$ cat config.mk
export PLATFORM = sky130hd
export DESIGN_NAME = hsine_shaper
export DESIGN_NICKNAME = d
export VERILOG_FILES = /design/src/rtl/hsine_pkg.sv /design/src/rtl/hs_phase_ctr.sv /design/src/rtl/hs_mag_rom.sv /design/src/rtl/hs_sign_sel.sv /design/src/rtl/hsine_shaper.sv
export SDC_FILE = /design/constraint.sdc
export NUM_CORES = 1
export LEC_CHECK = 0
export BUFFER_PORTS_ARGS = -buffer_cell sky130_fd_sc_hd__buf_2
export CAP_MARGIN = 25
export CORE_AREA = 2 2 39 41
export CTS_CLUSTER_SIZE = 28
export DETAILED_ROUTE_END_ITERATION = 10
export DIE_AREA = 0 0 41 43
export GPL_TIMING_DRIVEN = 0
export HOLD_SLACK_MARGIN = 0.1
export PLACE_DENSITY_LB_ADDON = 0.25
export SYNTH_ARGS = -nofsm -noshare
export SYNTH_HDL_FRONTEND = slang
export SYNTH_SLANG_ARGS = --single-unit
export TNS_END_PERCENT = 10
$ cat constraint.sdc
create_clock -name clk -period 1.45 [get_ports clk]
set_clock_uncertainty 0.05 [all_clocks]
set_input_delay 0.145 -clock clk [delete_from_list [all_inputs] [get_ports clk]]
set_output_delay 0.145 -clock clk [all_outputs]
set_load 0.005 [all_outputs]
$ cat src/rtl/hsine_pkg.sv
package hsine_pkg;
    localparam int PH_N = 4;
    localparam int PH_W = $clog2(PH_N);
    localparam int REF_FULL = 63;
    typedef logic [PH_W-1:0] phase_t;
endpackage

$ cat src/rtl/hs_phase_ctr.sv
module hs_phase_ctr
    import hsine_pkg::*;
(
    input  logic   clk,
    input  logic   rst,
    input  logic   adv,
    output phase_t phase,
    output logic   wrap
);
    typedef struct packed {
        phase_t ph;
    } ctr_s;

    ctr_s ctr_d, ctr_q;

    always_comb begin
        ctr_d = ctr_q;
        if (adv) begin
            ctr_d.ph = ctr_q.ph + phase_t'(1);
        end
    end

    always_ff @(posedge clk) begin
        if (rst) begin
            ctr_q <= '0;
        end else begin
            ctr_q <= ctr_d;
        end
    end

    assign phase = ctr_q.ph;
    assign wrap  = adv && (ctr_q.ph == phase_t'(PH_N - 1));

    p_phase_step_r4: assert property (@(posedge clk) disable iff (rst)
        adv |=> (phase == $past(phase) + phase_t'(1)));

    p_phase_hold_r6: assert property (@(posedge clk) disable iff (rst)
        !adv |=> $stable(phase));
endmodule

$ cat src/rtl/hs_mag_rom.sv
module hs_mag_rom
    import hsine_pkg::*;
#(
    parameter int MAG_W = 6
)(
    input  phase_t             idx,
    output logic [MAG_W-1:0]   mag
);
    localparam int FULL = (1 << MAG_W) - 1;

    function automatic logic [MAG_W-1:0] scale(input int base);
        return MAG_W'((base * FULL) / REF_FULL);
    endfunction

    always_comb begin
        case (idx)
            phase_t'(0): mag = scale(24);
            phase_t'(1): mag = scale(58);
            phase_t'(2): mag = scale(58);
            default:     mag = scale(24);
        endcase
    end

    always_comb begin
        p_mag_nonzero_r2: assert (mag != '0);
    end
endmodule

$ cat src/rtl/hs_sign_sel.sv
module hs_sign_sel #(
    parameter int OUT_W = 7
)(
    input  logic [OUT_W-2:0] mag,
    input  logic             pos,
    output logic [OUT_W-1:0] val
);
    logic [OUT_W-1:0] ext;

    always_comb begin
        ext = {1'b0, mag};
        if (pos) begin
            val = ext;
        end else begin
            val = ~ext + OUT_W'(1);
        end
    end
endmodule

$ cat src/rtl/hsine_shaper.sv
module hsine_shaper
    import hsine_pkg::*;
#(
    parameter int OUT_W = 7
)(
    input  logic             clk,
    input  logic             rst,
    input  logic             smp_en,
    input  logic             bit_in,
    output logic [OUT_W-1:0] sample_out,
    output logic             bit_req
);
    localparam int MAG_W = OUT_W - 1;

    typedef struct packed {
        logic             chip;
        logic [OUT_W-1:0] smp;
        logic             req;
    } st_s;

    st_s st_d, st_q;

    phase_t           phase;
    logic             wrap;
    logic [MAG_W-1:0] mag;
    logic [OUT_W-1:0] lobe_val;

    hs_phase_ctr u_ctr (
        .clk   (clk),
        .rst   (rst),
        .adv   (smp_en),
        .phase (phase),
        .wrap  (wrap)
    );

    hs_mag_rom #(.MAG_W(MAG_W)) u_rom (
        .idx (phase),
        .mag (mag)
    );

    hs_sign_sel #(.OUT_W(OUT_W)) u_sign (
        .mag (mag),
        .pos (st_q.chip),
        .val (lobe_val)
    );

    always_comb begin
        st_d     = st_q;
        st_d.req = 1'b0;
        if (smp_en) begin
            st_d.smp = lobe_val;
        end
        if (wrap) begin
            st_d.chip = bit_in;
            st_d.req  = 1'b1;
        end
    end

    always_ff @(posedge clk) begin
        if (rst) begin
            st_q <= '0;
        end else begin
            st_q <= st_d;
        end
    end

    assign sample_out = st_q.smp;
    assign bit_req    = st_q.req;

    p_reset_clear_r1: assert property (@(posedge clk)
        rst |=> (sample_out == '0 && !bit_req));

    p_req_single_r5: assert property (@(posedge clk) disable iff (rst)
        bit_req |=> !bit_req);

    p_req_after_en_r5: assert property (@(posedge clk) disable iff (rst)
        bit_req |-> $past(smp_en));

    p_hold_idle_r6: assert property (@(posedge clk) disable iff (rst)
        !smp_en |=> ($stable(sample_out) && !bit_req));

    p_enabled_nonzero_r2: assert property (@(posedge clk) disable iff (rst)
        smp_en |=> (sample_out != '0));
endmodule

==> out/results.txt <==
GPL Wtd Cong: 0.575
Final setup fails: 0
Most frequent cells in the layout: 10 x buf_2, 9 x dfxtp_1, 6 x nor2_1
Startpoint Class: flop
Worst ir drop on vdd: 0.000559 V
Die X: 41 um
Reg clk slew, reported paths: 0.06 ns
Endpoint, Worst Hold: sample_out[3]$_SDFFE_PP0P_
Final Critical Period: 1.28 ns
CTS Sinks: 9
Met1 Use GR: 10.7%
Final Net Count: 58
Initial DRC count: 0
CTS H-tree depth: 1
Die Footprint: 1760 um^2
DR vias: 269
Antenna Nets Post-Route: 0
Outcome: complete, no violations
Total Routing Usage GR: 9.06%
Worst reg2reg endpoint: sample_out[5]$_SDFFE_PP0P_
R2R setup slack: 0.17 ns
Wirelength per Cell: 9.36 um
Layout cell share with drive strength beyond 1: 38.0%
Hold path cells: 2
Critical path class: reg2reg
CP top delay family: adder cells
Largest net degree at the start of global routing: 11
I/O Buffers: 9
RSZ-0062 raised after global routing: no
Worst Hold Class: in2reg
Mapped Area: 388 um^2
Global route overflow: 0
Critical Path Sink Type: flop
Cts repair resizes: 0
Met2 GRT Util: 11.3%
Layout area overhead: 26.1%
Dpl cells: 61
Drt drc: 0
Initial Util: 28.0%
WP data required: 1.54 ns
Slowest stage cell on the critical path: dfxtp_1
Crit path top cell by count: ha_1
Hold Path Origin: rst
CTS Buf Count: 3
Setup bufs post-CTS: 0
Via count of the first global-routing pass: 237
Top-level I/O count: 12
Pwr/cell area: 1120 nW/um^2
Most common cell after layout, fill and taps aside: buf_2
Flops & latches, synth: 9
Total of max-cap violations: 0
Leak: 0.235 nW
Ys Warns: 0
CTS tree: built
Maximum clock path buffer count: 2
Finished Layout Cells: 66
Initial DRT Pass Iterations: 1
Fin crit share: 88.5%
Routed WL: 618 um
Yosys cell types: 16
Height of the chip: 43 um
Slowest cell delay on critical path: 0.33 ns
Final hold violation count: 0
Post-DP HPWL: 441 um
Largest fanout on the critical path: 3
Worst path depth: 4
Grt met3 use: 9.42%
Cells after Synth: 36
CTS root buffer: clkbuf_4
CP arrival: 1.37 ns
F_max: 779 MHz
Busiest grt layer: met2
Vias per cell: 4.08
Syn avg cell area: 10.8 um^2
First-pass GRT wire length: 1.00 mm
Worst flop-to-flop path startpoint: u_ctr.phase[1]$_SDFFE_PP0P_
Core Region: 1380 um^2
Post-Syn Nets: 43
R2R cell count: 4
Hold_buf cts: 1
Initial antenna violation count: 0
Cell Chain, Critical Path: ha_1 > ha_1 > mux2i_1 > nor2_1
Setup crit start: u_ctr.phase[1]$_SDFFE_PP0P_
Row count: 14
Number of fillers in the final layout: 147
N_diodes: 0
Worst-Skew Late Latency: 0.26 ns
Final setup TNS: 0 ns
Fin. max-slew vios: 0
Post-synthesis sequential area ratio: 46.5%
Bufs and invs on worst path: 0
[state kept, by name, indices dropped and copies added (netlist names)]
register	flops
u_ctr.phase	2
st_q	1
bit_req	1
sample_out	5
[cell type report]
cell class / count / area (um^2) / share of cell area [%]
clock buffer: 4 / 26.3 / 5.37
tap: 16 / 20.0 / 4.09
sequential: 9 / 180 / 36.8
inverter: 1 / 3.75 / 0.767
multi-input combinational: 22 / 173 / 35.3
buffer: 4 / 31.3 / 6.39
timing repair buffer: 10 / 55.1 / 11.3
[layer usage]
layer	up-vias	share of wire, %	wire length [um]
li1	144	-	-
met1	116	50	306
met2	9	42	259
met3	0	8.6	53
met4	0	0	0
met5	-	0	0
[stage by stage]
stage                     total power, mW  instance area, um^2  worst slack [ns]  hold WS [ns]  util [%]
after CTS                           0.563                  489             0.154         0.130      35.4
after floorplan                     0.338                  388             0.235         0.265         -
after global placement              0.363                  453             0.166         0.370      32.7
final                               0.550                  489             0.167         0.135      35.4
after global routing                0.585                  489            0.0679         0.144      35.4
after detailed placement            0.364                  453             0.164         0.356      32.7
[worst max-delay path by stage]
stage and endpoint:
6_report sample_out[5]$_SDFFE_PP0P_, 5_1_grt sample_out[5]$_SDFFE_PP0P_, 4_1_cts sample_out[5]$_SDFFE_PP0P_, 3_5_place_dp sample_out[5]$_SDFFE_PP0P_
3_3_place_gp sample_out[5]$_SDFFE_PP0P_, 2_1_floorplan sample_out[5]$_SDFFE_PP0P_
[cell usage after synthesis (all sizes together)]
cell type | instances | share of area [%]
buf | 4 | 8.1
nor2b | 1 | 1.6
a211oi | 2 | 6.5
xnor2 | 1 | 2.3
inv | 1 | 0.97
mux2i | 4 | 10
and2 | 1 | 1.6
conb | 1 | 0.97
dfxtp | 9 | 46
nor2 | 7 | 7.4
nand4b | 1 | 2.3
ha | 3 | 9.7
o31ai | 1 | 1.9
[kinds of logic (layout without fill, tap and decap cells)]
kind of cell,count (synthesis),count (layout),share of synthesized area [%]
DFF,9,9,46.5
buffers and inverters,5,19,9.03
xor gates and xnor gates,1,1,2.26
adders and majority gates,3,3,9.68
and+or+nand+nor,10,10,12.9
muxes,4,4,10.3
other,1,1,0.967
AOI/OAI and AO/OA,3,3,8.39
[worst reg2reg max path: stages, from the launching register on]
cell	delay, ns
dfxtp_1	0.33
ha_1	0.34
ha_1	0.29
mux2i_1	0.13
nor2_1	0.05
[power breakdown]
part | total (mW) | leakage [nW] | internal [mW] | switching, mW
Sequential | 0.274 | 0.0739 | 0.264 | 0.00955
Clock | 0.191 | 0.0150 | 0.106 | 0.0852
Combinational | 0.0845 | 0.146 | 0.0462 | 0.0383
Total | 0.550 | 0.235 | 0.417 | 0.133
Note: power is estimated with default switching activity, not from simulation.
